===== config.mk =====
export PLATFORM = sky130hd
export DESIGN_NAME = wdog_timer
export DESIGN_NICKNAME = d
export VERILOG_FILES = /design/src/rtl/wdog_pkg.sv /design/src/rtl/wdog_regs.sv /design/src/rtl/wdog_prescaler.sv /design/src/rtl/wdog_counter.sv /design/src/rtl/wdog_cause.sv /design/src/rtl/wdog_timer.sv
export SDC_FILE = /design/constraint.sdc
export NUM_CORES = 1
export LEC_CHECK = 0
export BUFFER_PORTS_ARGS = -buffer_cell sky130_fd_sc_hd__buf_2
export CORE_ASPECT_RATIO = 0.6
export CORE_MARGIN = 5
export CORE_UTILIZATION = 40
export CTS_CLUSTER_DIAMETER = 50
export DETAILED_ROUTE_END_ITERATION = 8
export PLACE_DENSITY_LB_ADDON = 0.2
export SLEW_MARGIN = 25
export SYNTH_ARGS = -nofsm -noshare
export SYNTH_HDL_FRONTEND = slang
export SYNTH_SLANG_ARGS = --single-unit
export TNS_END_PERCENT = 5

===== constraint.sdc =====
create_clock -name clk -period 3.9 [get_ports clk]
set_clock_uncertainty 0.2 [all_clocks]
set_input_delay 0.195 -clock clk [delete_from_list [all_inputs] [get_ports clk]]
set_output_delay 0.195 -clock clk [all_outputs]
set_load 0.005 [all_outputs]

===== src/rtl/wdog_pkg.sv =====
`timescale 1ns/1ps
package wdog_pkg;
    // Register byte offsets
    localparam int unsigned OFS_RESTART = 'h00;
    localparam int unsigned OFS_CTRL    = 'h20;
    localparam int unsigned OFS_RELOAD  = 'h24;
    localparam int unsigned OFS_CAUSE   = 'h38;

    // Bit positions
    localparam int unsigned BIT_RESTART = 9;
    localparam int unsigned BIT_ENABLE  = 7;
    localparam int unsigned PSC_LSB     = 16;
    localparam int unsigned BIT_CAUSE   = 1;

    localparam int unsigned WORD_W      = 32;
    localparam int unsigned PSC_W       = WORD_W - PSC_LSB;
endpackage


===== src/rtl/wdog_regs.sv =====
`timescale 1ns/1ps
module wdog_regs #(
    parameter int unsigned AW    = 8,
    parameter int unsigned CNT_W = 16,
    parameter int unsigned PSC_W = 16
) (
    input  logic             clk,
    input  logic             sys_rst_n,
    input  logic [AW-1:0]    reg_addr,
    input  logic             reg_wr,
    input  logic [31:0]      reg_wdata,
    input  logic             cause_flag,
    output logic             run_en,
    output logic [PSC_W-1:0] psc,
    output logic [CNT_W-1:0] reload_val,
    output logic             restart,
    output logic             cause_clr,
    output logic [31:0]      reg_rdata
);
    import wdog_pkg::*;

    typedef struct packed {
        logic             en;
        logic [PSC_W-1:0] psc;
        logic [CNT_W-1:0] reload;
    } regs_t;

    regs_t r_d, r_q;

    logic hit_restart, hit_ctrl, hit_reload, hit_cause;

    always_comb begin
        hit_restart = (reg_addr == AW'(OFS_RESTART));
        hit_ctrl    = (reg_addr == AW'(OFS_CTRL));
        hit_reload  = (reg_addr == AW'(OFS_RELOAD));
        hit_cause   = (reg_addr == AW'(OFS_CAUSE));

        r_d = r_q;
        if (reg_wr && hit_ctrl) begin
            r_d.en  = reg_wdata[BIT_ENABLE];
            r_d.psc = reg_wdata[PSC_LSB +: PSC_W];
        end
        if (reg_wr && hit_reload) begin
            r_d.reload = reg_wdata[CNT_W-1:0];
        end

        restart   = reg_wr && hit_restart && reg_wdata[BIT_RESTART];
        cause_clr = reg_wr && hit_cause && reg_wdata[BIT_CAUSE];

        reg_rdata = '0;
        if (hit_ctrl) begin
            reg_rdata[BIT_ENABLE]          = r_q.en;
            reg_rdata[PSC_LSB +: PSC_W]    = r_q.psc;
        end else if (hit_reload) begin
            reg_rdata[CNT_W-1:0]           = r_q.reload;
        end else if (hit_cause) begin
            reg_rdata[BIT_CAUSE]           = cause_flag;
        end
    end

    always_ff @(posedge clk or negedge sys_rst_n) begin
        if (!sys_rst_n) begin
            r_q.en     <= 1'b0;
            r_q.psc    <= '0;
            r_q.reload <= '1;
        end else begin
            r_q <= r_d;
        end
    end

    assign run_en     = r_q.en;
    assign psc        = r_q.psc;
    assign reload_val = r_q.reload;
endmodule


===== src/rtl/wdog_prescaler.sv =====
`timescale 1ns/1ps
module wdog_prescaler #(
    parameter int unsigned PSC_W = 16
) (
    input  logic             clk,
    input  logic             sys_rst_n,
    input  logic             us_tick,
    input  logic             run_en,
    input  logic             restart,
    input  logic [PSC_W-1:0] psc,
    output logic             step
);
    typedef struct packed {
        logic [PSC_W-1:0] phase;
    } psc_state_t;

    psc_state_t s_d, s_q;

    logic [PSC_W-1:0] period;
    logic [PSC_W:0]   phase_inc;

    always_comb begin
        s_d       = s_q;
        step      = 1'b0;
        period    = (psc == '0) ? PSC_W'(1) : psc;
        phase_inc = {1'b0, s_q.phase} + (PSC_W+1)'(1);
        if (restart || !run_en) begin
            s_d.phase = '0;
        end else if (us_tick) begin
            // >= keeps a shrunken prescale from running the phase past it
            if (phase_inc >= {1'b0, period}) begin
                step      = 1'b1;
                s_d.phase = '0;
            end else begin
                s_d.phase = phase_inc[PSC_W-1:0];
            end
        end
    end

    always_ff @(posedge clk or negedge sys_rst_n) begin
        if (!sys_rst_n) s_q <= '0;
        else            s_q <= s_d;
    end
endmodule


===== src/rtl/wdog_counter.sv =====
`timescale 1ns/1ps
module wdog_counter #(
    parameter int unsigned CNT_W        = 16,
    parameter int unsigned PULSE_CYCLES = 16
) (
    input  logic             clk,
    input  logic             sys_rst_n,
    input  logic             step,
    input  logic             reload,
    input  logic [CNT_W-1:0] reload_val,
    output logic [CNT_W-1:0] count,
    output logic             expire,
    output logic             rst_req
);
    localparam int unsigned PW = $clog2(PULSE_CYCLES + 1);

    typedef struct packed {
        logic [CNT_W-1:0] cnt;
        logic [PW-1:0]    pulse;
    } cnt_state_t;

    cnt_state_t s_d, s_q;

    always_comb begin
        s_d    = s_q;
        expire = step && !reload && (s_q.cnt == CNT_W'(1));

        if (reload) begin
            s_d.cnt = reload_val;
        end else if (step && (s_q.cnt != '0)) begin
            s_d.cnt = s_q.cnt - CNT_W'(1);
        end

        if (expire) begin
            s_d.pulse = PW'(PULSE_CYCLES);
        end else if (s_q.pulse != '0) begin
            s_d.pulse = s_q.pulse - PW'(1);
        end
    end

    always_ff @(posedge clk or negedge sys_rst_n) begin
        if (!sys_rst_n) begin
            s_q.cnt   <= '1;
            s_q.pulse <= '0;
        end else begin
            s_q <= s_d;
        end
    end

    assign count   = s_q.cnt;
    assign rst_req = (s_q.pulse != '0);

    // each request lasts a full window once started
    p_pulse_hold_r5: assert property (@(posedge clk) disable iff (!sys_rst_n)
        ($rose(rst_req) && !expire) |=> rst_req);
endmodule


===== src/rtl/wdog_cause.sv =====
`timescale 1ns/1ps
module wdog_cause (
    input  logic clk,
    input  logic por_n,
    input  logic set,
    input  logic clr,
    output logic flag
);
    typedef struct packed {
        logic hit;
    } cause_state_t;

    cause_state_t s_d, s_q;

    always_comb begin
        s_d = s_q;
        if (set)      s_d.hit = 1'b1;
        else if (clr) s_d.hit = 1'b0;
    end

    always_ff @(posedge clk or negedge por_n) begin
        if (!por_n) s_q <= '0;
        else        s_q <= s_d;
    end

    assign flag = s_q.hit;

    // an expiry always leaves the flag set
    p_cause_sets_r8: assert property (@(posedge clk) disable iff (!por_n)
        set |=> flag);
endmodule


===== src/rtl/wdog_timer.sv =====
`timescale 1ns/1ps
module wdog_timer #(
    parameter int unsigned AW           = 8,
    parameter int unsigned CNT_W        = 16,
    parameter int unsigned PULSE_CYCLES = 16
) (
    input  logic          clk,
    input  logic          por_n,
    input  logic          sys_rst_n,
    input  logic          us_tick,
    input  logic [AW-1:0] reg_addr,
    input  logic          reg_wr,
    input  logic [31:0]   reg_wdata,
    output logic [31:0]   reg_rdata,
    output logic          wdt_rst_req
);
    import wdog_pkg::*;

    logic             run_en_w;
    logic [PSC_W-1:0] psc_w;
    logic [CNT_W-1:0] reload_w;
    logic             restart_w;
    logic             cause_clr_w;
    logic             cause_w;
    logic             step_w;
    logic [CNT_W-1:0] count_w;
    logic             expire_w;

    wdog_regs #(.AW(AW), .CNT_W(CNT_W), .PSC_W(PSC_W)) u_regs (
        .clk        (clk),
        .sys_rst_n  (sys_rst_n),
        .reg_addr   (reg_addr),
        .reg_wr     (reg_wr),
        .reg_wdata  (reg_wdata),
        .cause_flag (cause_w),
        .run_en     (run_en_w),
        .psc        (psc_w),
        .reload_val (reload_w),
        .restart    (restart_w),
        .cause_clr  (cause_clr_w),
        .reg_rdata  (reg_rdata)
    );

    wdog_prescaler #(.PSC_W(PSC_W)) u_psc (
        .clk       (clk),
        .sys_rst_n (sys_rst_n),
        .us_tick   (us_tick),
        .run_en    (run_en_w),
        .restart   (restart_w),
        .psc       (psc_w),
        .step      (step_w)
    );

    wdog_counter #(.CNT_W(CNT_W), .PULSE_CYCLES(PULSE_CYCLES)) u_cnt (
        .clk        (clk),
        .sys_rst_n  (sys_rst_n),
        .step       (step_w),
        .reload     (restart_w),
        .reload_val (reload_w),
        .count      (count_w),
        .expire     (expire_w),
        .rst_req    (wdt_rst_req)
    );

    wdog_cause u_cause (
        .clk   (clk),
        .por_n (por_n),
        .set   (expire_w),
        .clr   (cause_clr_w),
        .flag  (cause_w)
    );

    // a restart loads the programmed reload value
    p_restart_loads_r3: assert property (@(posedge clk) disable iff (!sys_rst_n)
        restart_w |=> (count_w == $past(reload_w)));

    // a disabled timer does not move
    p_freeze_when_off_r4: assert property (@(posedge clk) disable iff (!sys_rst_n)
        (!run_en_w && !restart_w) |=> $stable(count_w));

    // an expiry raises the request on the next cycle
    p_request_follows_r5: assert property (@(posedge clk) disable iff (!sys_rst_n)
        expire_w |=> wdt_rst_req);

    // a parked counter never fires again
    p_parked_silent_r5: assert property (@(posedge clk) disable iff (!sys_rst_n)
        (count_w == '0) |-> !expire_w);

    // restart beats a coinciding final tick
    p_restart_wins_r10: assert property (@(posedge clk) disable iff (!sys_rst_n)
        restart_w |-> !expire_w);
endmodule


# Word level (Yosys, flattened, before mapping)
# Index checks and enable logic that the tools add are counted.
[word_totals]
wordCells = 56
ff_bits = 71
[op_classes]
eq_ne = 4
magnitude_cmp = 1
n_reduce_logical = 20
n_addsub = 3
n_mux = 21
[op_table]
columns = ["op", "count"]
rows = [
  ["$mux 16", 7],
  ["$eq 8x6->1 const B", 3],
  ["$add 16x1->17 const B", 1],
  ["$ge 17x16->1", 1],
  ["$eq 16x1->1 const B", 1],
  ["$logic_not 16->1", 1],
  ["$reduce_bool 16->1", 1],
  ["$sub 16x1->16 const B", 1],
  ["$mux 14", 1],
  ["$mux 5", 2],
  ["$logic_and 1x1->1", 9],
  ["$mux 1", 9],
  ["$logic_not 8->1", 1],
  ["$mux 8", 1],
  ["$reduce_bool 2->1", 4],
  ["$mux 7", 1],
  ["$reduce_bool 5->1", 1],
  ["$sub 5x1->5 const B", 1],
  ["$logic_not 1->1", 2],
  ["$logic_or 1x1->1", 1],
]

# Longest topological paths before layout
# Gate-level depths: netlist of run 1.
[logic_depth]
depth_word = 9
mapped_depth = 15
mapped_depth_nobuf = 12

# Modules after synthesis
# A second synthesis of run 1 with hierarchy kept.
[unflattened]
cells_unflattened = 470
area_unflattened_um2 = 4659.5
[modules_own_cells]
columns = ["mod", "area_per_inst_um2", "cells_each", "n_inst"]
rows = [
  ["wdog_regs", 1674.1, 119, 1],
  ["wdog_prescaler", 1497.7, 177, 1],
  ["wdog_counter", 1451.4, 171, 1],
  ["wdog_cause", 36.3, 3, 1],
]

# Least setup slack after synthesis of run 1
# Ideal clock, no wire load.
[synth_path]
path_kind = "reg2reg"
from = "register u_psc.s_q[2] (netlist bit)"
to = "register u_cnt.s_q, in the netlist u_cnt.count[8]"
setup_slack_ps = 62
arrival_ps = 3561
path_stages_with_launch = 15
period_less_slack_ps = 3838
cell_sequence = "dfrtp_1 > nand3_1 > nor4_1 > nand2_1 > nor3_1 > xor2_1 > ha_1 > nand3_1 > nor3_1 > a32o_1 > a211oi_2 > clkbuf_1 > clkbuf_1 > o21ai_0 > a31oi_1"
[synth_between]
elab_chain_len = 7
[synth_rtl]
columns = ["item", "line_no", "text"]
rows = [
  ["from (decl)", "wdog_prescaler.sv:17", "psc_state_t s_d, s_q;"],
  ["from (signal assigned)", "wdog_prescaler.sv:41", "if (!sys_rst_n) s_q <= '0;"],
  ["from (signal assigned)", "wdog_prescaler.sv:42", "else s_q <= s_d;"],
  ["$add 16x1->17", "wdog_prescaler.sv:26", "phase_inc = {1'b0, s_q.phase} + (PSC_W+1)'(1);"],
  ["$ge 17x16->1", "wdog_prescaler.sv:31", "if (phase_inc >= {1'b0, period}) begin"],
  ["$mux 1", "wdog_prescaler.sv:31", ""],
  ["$mux 1", "wdog_prescaler.sv:29", "end else if (us_tick) begin"],
  ["$mux 1", "wdog_prescaler.sv:27", "if (restart || !run_en) begin"],
  ["$logic_and 1x1->1", "wdog_counter.sv:30", "end else if (step && (s_q.cnt != '0)) begin"],
  ["$reduce_bool 2->1 (no line)", "-", ""],
  ["to (decl)", "wdog_counter.sv:22", "cnt_state_t s_d, s_q;"],
]
# Every way passes these cells.
# A chain may end at the register's enable or synchronous reset.

# Worst setup path after layout of run 1
[layout_path]
from = "register u_psc.s_q[4] (netlist bit)"
to = "register u_cnt.s_q, in the netlist u_cnt.count[2]"
# The elaborated chain is that of the path after synthesis.

==> impl_metrics.ini, run 1 <==
[status]
outcome = complete, no violations

[synthesis]
synth_xor_area_share_pct = 3.18
synth-main-ff-cell = dfrtp_1
yosysWarnings = 0
synth_edf_count = 0
synth_compound_area_share_pct = 14.2
ys_seq_area_share_pct = 41.3
syn_inst = 456
yosys_register_bits = 71
async_flop_share_pct = 100
synthSimpleGateAreaFrac_pct = 22.9
syn-num-nets = 522
synth_area_mm2 = 0.00440
synth.distinct_cells = 57
synth.avg_cell_area_um2 = 9.66
synth_fa_ha_area_share_pct = 5.97
synth.mux.area_fraction_pct = 8.18
synth_top_family_by_area = simple AND/OR/NAND/NOR gates

[finish]
drive_above_1_share_pct = 31.6
final_common_cell = buf_2
syn_to_final_growth_pct = 28.3
fin_nets = 633
final_cell_mix = buf_2, dfrtp_1, dlygate4sd3_1
antenna_cells = 0

[clock_network]
htree_levels = 3
post_cts_buffers = 0
clock-sinks = 71
numCtsBuffers = 9
worstSkewPairLatency_ns = 0.33
path_clk_slew_ns = 0.06
cts-root-buf = clkbuf_16
clockBufferDepth = 2
cts_tree = built

[sta]
setup_viol = 0
final_max_slew_viol_count = 0
period_share_pct = 94.7
rsz0062_at_grt = no
tightest_slew_ns = 0.964
worst_slack_ns = 0.209
hold_viol_final = 0
slew_headroom_pct = 35.6
finalSetupTns_ns = 0
fin_crit_ns = 3.69
max_freq_mhz = 271

[worst_setup_path]
end_kind = flop
r2r_end = u_cnt.count[2]
crit_path_cell_trace = nand2_1, nor4_2, nand2_1, nor3_1, xor2_1, ha_1, nand3_1, nor3_1, a32o_2, a211oi_4, buf_12, or4_1, a31oi_1
worst-path-max-fanout = 39
critPathSlowestCell = or4_1
worst-path-buf-inv = 1
reg2regPathDepth = 13
critPathRequiredTime_ns = 3.94
start_kind = flop
crit_family = simple AND/OR/NAND/NOR gates
critPathKind = flop to flop
cp_data_arrival_time_ns = 3.73
r2r-start = u_psc.s_q[4]
reg2reg_setup_slack_ns = 0.21
slowest_delay_ns = 0.51

[floorplan]
ios = 78
die_h_um = 91.3
dieArea_mm2 = 0.0133
start_util_pct = 41.3
die_w_um = 145
core_mm2 = 0.0107
num_rows = 29

[route]
drtIter0Drc = 273
dr.pass1.iters = 5
routedWlPerCell_um = 16.0
drc_errors = 0
num_vias = 3851
routed_wl_mm = 11.4
postRouteAntennaNets = 0
via_per_inst = 5.42

[grt]
track_usage_pct = 17.6
grt-ovfl-total = 0
antenna_found_initial = 0
grt_pass1_vias = 3772
grt_pass1_wl_mm = 19.2
grt_max_degree = 46

[placement]
dp_hpwl_mm = 8.05
place.gp.congestion = 0.816
io_buffer_count = 77
dp_slack_ns = 0.111

[pwr]
max-vdd-ir-drop_mv = 0.271
p_leak_nw = 2.58
power_density_mw_per_mm2 = 454

[worst_hold_path]
min_from = reg_wr
worstHoldEndpoint = u_cause.flag
hold_depth = 4
hp-class = primary input to flop

[run]
maxCapViolations = 0
## through the flow
stage | util [%] | total power, mW | cell area [um2] | instances | hold slack, ns
finish | 53.0 | 2.56 | 5650 | 711 | 0.0362
global route | 53.0 | 2.72 | 5650 | 711 | 0.0495
global placement | 46.6 | 1.64 | 4970 | 661 | -0.229
detailed placement | 46.6 | 1.67 | 4970 | 661 | -0.227
CTS | 52.7 | 2.58 | 5620 | 711 | 0.0127
floorplan | - | 1.45 | 4400 | 456 | -0.301
## state kept, by name (all words and copies together), names as in the netlist
register	flops
u_cause.flag	1
u_cnt.count	16
u_cnt.s_q	5
u_psc.s_q	16
u_regs.psc	16
u_regs.reload_val	16
u_regs.run_en	1
## cells in the mapped netlist, types with 8 or more instances
library cell / count / area, um2
and2_1: 32 / 200
inv_1: 24 / 90.1
nor4_1: 8 / 50.1
ha_1: 21 / 263
a21oi_1: 15 / 75.1
clkbuf_1: 18 / 67.6
nor3_1: 14 / 70.1
or4_1: 12 / 90.1
a31oi_1: 13 / 81.3
nand2_1: 31 / 116
dfrtp_1: 39 / 976
xnor2_1: 10 / 87.6
nor2_1: 32 / 120
o21ai_0: 14 / 70.1
a32o_1: 8 / 80.1
nand3_1: 17 / 85.1
dfstp_2: 32 / 841
mux2_2: 32 / 360
## routing by layer
metal,GRT usage [%],up-vias,part of all wire (%)
met4,2.95,0,0.27
met2,23.5,122,39
met1,28.2,1843,54
li1,-,1882,-
met3,4.73,4,5.9
met5,0,-,0
## power by group
part	internal (mW)	total (mW)	leakage, nW	switching, mW
registers	0.900	0.999	0.862	0.0986
logic	0.286	0.694	1.57	0.408
clock network	0.554	0.870	0.147	0.316
## cell type report
class                   instances  area, um2
flip-flops and latches         71       1820
multi-input cells             339       2430
well taps                     139        174
fillers                       983       5020
inverters                      24       90.1
clock buffers                   9        225
clock inverters                 7       87.6
repair buffers                122        823
## worst max-delay path by stage
stage | startpoint | to | slack (ns) | depth (start not counted)
floorplan | u_psc.s_q[2] | u_cnt.count[8] | 0.06 | 14
global placement | u_psc.s_q[0] | u_cnt.count[14] | 0.27 | 13
detailed placement | u_psc.s_q[0] | u_cnt.count[2] | 0.11 | 13
CTS | u_psc.s_q[0] | u_cnt.count[2] | 0.08 | 13
global route | u_psc.s_q[4] | u_cnt.count[9] | 0.02 | 13
finish | u_psc.s_q[4] | u_cnt.count[2] | 0.21 | 13
## worst reg2reg max path, stage by stage (launching register included)
cell      delay (ns)
dfrtp_1         0.46
nand2_1         0.15
nor4_2          0.32
nand2_1         0.11
nor3_1          0.31
xor2_1          0.13
ha_1            0.33
nand3_1         0.08
nor3_1          0.26
a32o_2          0.27
a211oi_4        0.06
buf_12          0.18
or4_1           0.52
a31oi_1         0.21
## repair_timing
action	in CTS	in global routing
gates resized for setup	0	8
hold buffers	34	0
endpoints found under the setup margin	0	28
hold endpoints to repair	71	0
## cells by family after synthesis
group                      count (synthesis)
adders and majority gates                 21
muxes                                     32
buffers and inverters                     46
DFF                                       71
xor gates and xnor gates                  16
and+or+nand+nor                          185
AOI/OAI and AO/OA                         85
Power figures use the tool's default switching activity.
==> run 2: changes to the inputs <==
Settings changed: ABC_AREA from default to 1.
==> impl_metrics.ini, run 2 <==
[status]
outcome = complete, no violations

[worst_hold_path]
hp-class = primary input to flop

[pwr]
p_leak_nw = 2.98
finalPower_mw = 2.60
power_density_mw_per_mm2 = 473
max-vdd-ir-drop_mv = 0.259

[clock_network]
cts-resized-gates = 0
clockBufferDepth = 2
numCtsBuffers = 9
post_cts_buffers = 0
clock-sinks = 71
cts_tree = built
cts-root-buf = clkbuf_16
hold_buffers = 36
worstSkewPairLatency_ns = 0.34
htree_levels = 3
path_clk_slew_ns = 0.06

[floorplan]
die_w_um = 145
num_rows = 29
start_util_pct = 41.2
die_h_um = 90.9
dieArea_mm2 = 0.0132
core_mm2 = 0.0106
ios = 78

[finish]
syn_to_final_growth_pct = 26.1
fin_nets = 770
fillers = 1020
drive_above_1_share_pct = 20.7
antenna_cells = 0
final_common_cell = nand2_1
final_cell_mix = nand2_1, nor2_1, inv_1

[sta]
hold_viol_final = 0
finalSetupTns_ns = 0
slew_headroom_pct = 55.8
rsz0062_at_grt = no
period_share_pct = 88.7
final_max_slew_viol_count = 0
fin_crit_ns = 3.46
max_freq_mhz = 289
setup_viol = 0
tightest_slew_ns = 0.663

[worst_setup_path]
crit_path_cell_trace = ha_1, nand2_1, nor2_4, nand2_2, nor2_1, nand2_1, o21ai_0, inv_1, ha_1, nand2_1, inv_1, nand2_1, nand2_1, nand3_1, nor2_1, nor2_4, nand2_2, nand3_4, nand2_4, nand2_1, nand2_1
critPathSlowestCell = dfrtp_1
cp_common_cell = nand2_1
critPathRequiredTime_ns = 3.98
slowest_delay_ns = 0.42
start_kind = flop
worst-path-buf-inv = 2
critPathKind = flop to flop
cp_data_arrival_time_ns = 3.54
end_kind = flop
worst-path-max-fanout = 16
crit_family = simple AND/OR/NAND/NOR gates

[synthesis]
ys_seq_area_share_pct = 41.7
synth_compound_area_share_pct = 11.4
yosys-top-cells-count = nand2_1, nor2_1, inv_1, nand3_1, dfrtp_1
yosys.area.top_type_share_pct = 22.4
synth.avg_cell_area_um2 = 7.34
synth_top_family_by_area = simple AND/OR/NAND/NOR gates
synth.area.top_cells = dfrtp_1, dfstp_2, nand2_1
synth.distinct_cells = 35
yosys_register_bits = 71
synth_area_mm2 = 0.00436
synth_fa_ha_area_share_pct = 6.03
syn-num-nets = 660
yosysWarnings = 0
synth_edf_count = 0
synthSimpleGateAreaFrac_pct = 28.7
synth_largest_area_cell = dfrtp_1
syn_inst = 594
yosysMostFrequentCell = nand2_1
synth_xor_area_share_pct = 2.61
synth.mux.area_fraction_pct = 0.459
synth-main-ff-cell = dfrtp_1
async_flop_share_pct = 100

[route]
dr.pass1.iters = 5
routed_wl_mm = 12.1
drtIter0Drc = 317
postRouteAntennaNets = 0
drc_errors = 0
via_per_inst = 4.99
routedWlPerCell_um = 14.2
num_vias = 4234

[placement]
place.gp.congestion = 0.890
io_buffer_count = 77
dp_hpwl_mm = 8.94

[grt]
grt-ovfl-total = 0
grt_pass1_wl_mm = 20.1
antenna_found_initial = 0
track_usage_pct = 19.3
grt_pass1_vias = 3922
grt_max_degree = 47

[run]
maxCapViolations = 0
run 2: tightest hold or removal path, delay by kind of cell:
family,cells,cell delay (ns)
AND/OR/NAND/NOR,2,0.16
AO/OA/AOI/OAI,1,0.07
buffers and inverters,1,0.11
run 2: stage by stage:
stage | worst slack, ns | hold WS [ns] | std cells | instance area (um2) | util, %
after floorplan | 1.07 | -0.301 | 594 | 4360 | -
after global placement | 0.687 | -0.223 | 796 | 4860 | 45.8
after detailed placement | 0.461 | -0.223 | 796 | 4860 | 45.8
after CTS | 0.467 | 0.0307 | 848 | 5490 | 51.8
after global routing | 0.163 | 0.0812 | 848 | 5500 | 51.9
final | 0.442 | 0.0392 | 848 | 5500 | 51.9
run 2: layer usage:
metal	global-route usage [%]	up-vias	part of all wire (%)
li1	-	2129	-
met1	30.1	1949	52
met4	5.36	0	1.2
met5	0	-	0
met3	5.87	13	7.4
met2	25.1	143	40
run 2: cell families (layout without fill, tap and decap cells):
kind of cell	after synthesis	count (layout)
xor+xnor	13	13
flops	71	71
fa+ha+maj	21	21
compound gates	94	94
mux	2	2
buf+inv	101	216
simple gates	292	292
run 2: final cells by class:
| cell class | instances | area [um2] | area share (%) |
|---|---|---|---|
| Sequential cell | 71 | 1820 | 33.0 |
| Tap cell | 139 | 174 | 3.16 |
| Clock buffer | 9 | 225 | 4.10 |
| Inverter | 85 | 319 | 5.80 |
| Clock inverter | 7 | 50.0 | 0.910 |
| Timing Repair Buffer | 115 | 761 | 13.8 |
| Multi-Input combinational cell | 422 | 2150 | 39.1 |
run 2: path summary, 6_finish.rpt:
check	from	to	slack, ns	cells past startpoint
max	u_psc.s_q[0]	u_cnt.count[8]	0.44	21
min	reg_addr[5]	u_cause.flag	0.04	4
max reg2reg	u_psc.s_q[0]	u_cnt.count[8]	0.44	21
min reg2reg	u_cnt.count[10]	u_cnt.count[10]	0.30	2
max in group asynchronous	sys_rst_n	u_psc.s_q[15]	2.28	3
min in group asynchronous	sys_rst_n	u_regs.psc[5]	0.18	2
run 2: power by group:
group / leakage [nW] / internal [mW] / switching (mW) / total [mW]
clock: 0.129 / 0.430 / 0.337 / 0.767
combinational: 2.08 / 0.319 / 0.533 / 0.853
sequential: 0.770 / 0.887 / 0.0942 / 0.981
==> run 3: changes to the inputs <==
Settings changed: CORE_UTILIZATION 40 to 50.
==> impl_metrics.ini, run 3 (synthesis results as in run 2) <==
[status]
outcome = complete, no violations

[finish]
final_cell_mix = nand2_1, nor2_1, inv_1
fin_area_mm2 = 0.00550
final_common_cell = nand2_1
antenna_cells = 0
fillers = 719
fin_nets = 769
drive_above_1_share_pct = 20.8
syn_to_final_growth_pct = 26.0

[clock_network]
cts-root-buf = clkbuf_16
numCtsBuffers = 9
worstSkewPairLatency_ns = 0.33
cts-resized-gates = 0
htree_levels = 3
clock-sinks = 71
cts_tree = built
clockBufferDepth = 2
path_clk_slew_ns = 0.06

[grt]
use_met3_pct = 5.46
grt_max_degree = 41
grt_pass1_vias = 3971
grt-ovfl-total = 0
grt_pass1_wl_mm = 19.6
grt.met1_usage_pct = 36.3
met2_usage_pct = 32.8
antenna_found_initial = 0
track_usage_pct = 23.5
busiest_layer = met1

[sta]
fin_crit_ns = 3.35
rsz0062_at_grt = no
final_max_slew_viol_count = 0
tightest_slew_ns = 0.637
slew_headroom_pct = 57.5
hold_viol_final = 0
setup_viol = 0
period_share_pct = 85.8
max_freq_mhz = 299
finalSetupTns_ns = 0

[pwr]
p_leak_nw = 2.99
power_density_mw_per_mm2 = 494
finalPower_mw = 2.72
max-vdd-ir-drop_mv = 0.265

[route]
postRouteAntennaNets = 0
dr.pass1.iters = 5
routedWlPerCell_um = 14.3
drc_errors = 0
num_vias = 4286
routed_wl_mm = 11.7
drtIter0Drc = 351
via_per_inst = 5.23

[worst_setup_path]
critPathRequiredTime_ns = 3.97
critPathKind = flop to flop
start_kind = flop
cp_data_arrival_time_ns = 3.42
worst-path-max-fanout = 16
end_kind = flop

[floorplan]
dieArea_mm2 = 0.0107
die_w_um = 131
ios = 78
die_h_um = 82.3
start_util_pct = 51.4
core_mm2 = 0.00849
num_rows = 26

[placement]
place.gp.congestion = 0.902
placed_cell_area_mm2 = 0.00482
dp_hpwl_mm = 8.43
io_buffer_count = 77

[worst_hold_path]
hp-class = primary input to flop

[run]
maxCapViolations = 0
==> run 3: final cells by class <==
type / instances / area [um2] / share of cell area, %
clock buffer: 10 / 229 / 4.17
clock inverter: 6 / 85.1 / 1.55
inverter: 85 / 319 / 5.81
multi-input combinational: 422 / 2150 / 39.2
sequential: 71 / 1820 / 33.1
tap: 112 / 140 / 2.55
timing repair buffer: 114 / 753 / 13.7
==> run 3: timing repair <==
action | CTS | global route
setup endpoints to repair | 0 | 0
endpoints found under the hold margin | 62 | 0
hold buffers | 35 | 0
buffers inserted | 0 | 0
==> run 3: per-stage QoR <==
stage	setup slack (ns)	hold slack (ns)	utilization [%]	std cells
4_1_cts	0.592	0.00904	64.6	820
6_report	0.554	0.0457	64.7	820
2_1_floorplan	1.07	-0.301	-	594
3_5_place_dp	0.613	-0.229	56.8	769
3_3_place_gp	0.705	-0.230	56.8	769
5_1_grt	0.201	0.0531	64.7	820
==> run 3: metal layers <==
layer | vias up | wire length [um]
li1 | 2117 | -
met1 | 1985 | 5930
met2 | 168 | 4700
met3 | 16 | 958
met4 | 0 | 121
met5 | - | 0
==> run 3: final timing paths <==
| kind | depth (start not counted) | startpoint | endpoint | slack [ns] |
|---|---|---|---|---|
| setup reg to reg | 21 | u_psc.s_q[0] | u_cnt.count[5] | 0.55 |
| hold / removal | 4 | reg_wr | u_cause.flag | 0.05 |
| hold reg to reg | 2 | u_cnt.count[13] | u_cnt.count[13] | 0.30 |
| setup / recovery | 21 | u_psc.s_q[0] | u_cnt.count[5] | 0.55 |
| max in group asynchronous | 3 | sys_rst_n | u_cnt.count[14] | 2.46 |
| min in group asynchronous | 2 | sys_rst_n | u_regs.psc[15] | 0.19 |
==> run 3: power breakdown <==
part / switching [mW] / internal [mW] / total [mW]
registers: 0.0989 / 0.887 / 0.986
clock network: 0.314 / 0.557 / 0.871
logic: 0.538 / 0.320 / 0.858
total: 0.951 / 1.76 / 2.72
==> run 3: critical path: stages (launching register included) <==
cell and delay [ns]:
dfrtp_1 0.42, ha_1 0.21, nand2_1 0.09, nor2_4 0.12, nand2_2 0.13, nor2_1 0.14, nand2_1 0.10, o21ai_0 0.25
inv_1 0.07, ha_1 0.29, nand2_1 0.05, inv_1 0.06, nand2_1 0.05, nand2_1 0.06, nand3_1 0.06, nor2_1 0.20
nor2_4 0.06, nand2_2 0.11, nand3_4 0.21, nand2_4 0.24, nand2_1 0.09, nand2_1 0.06
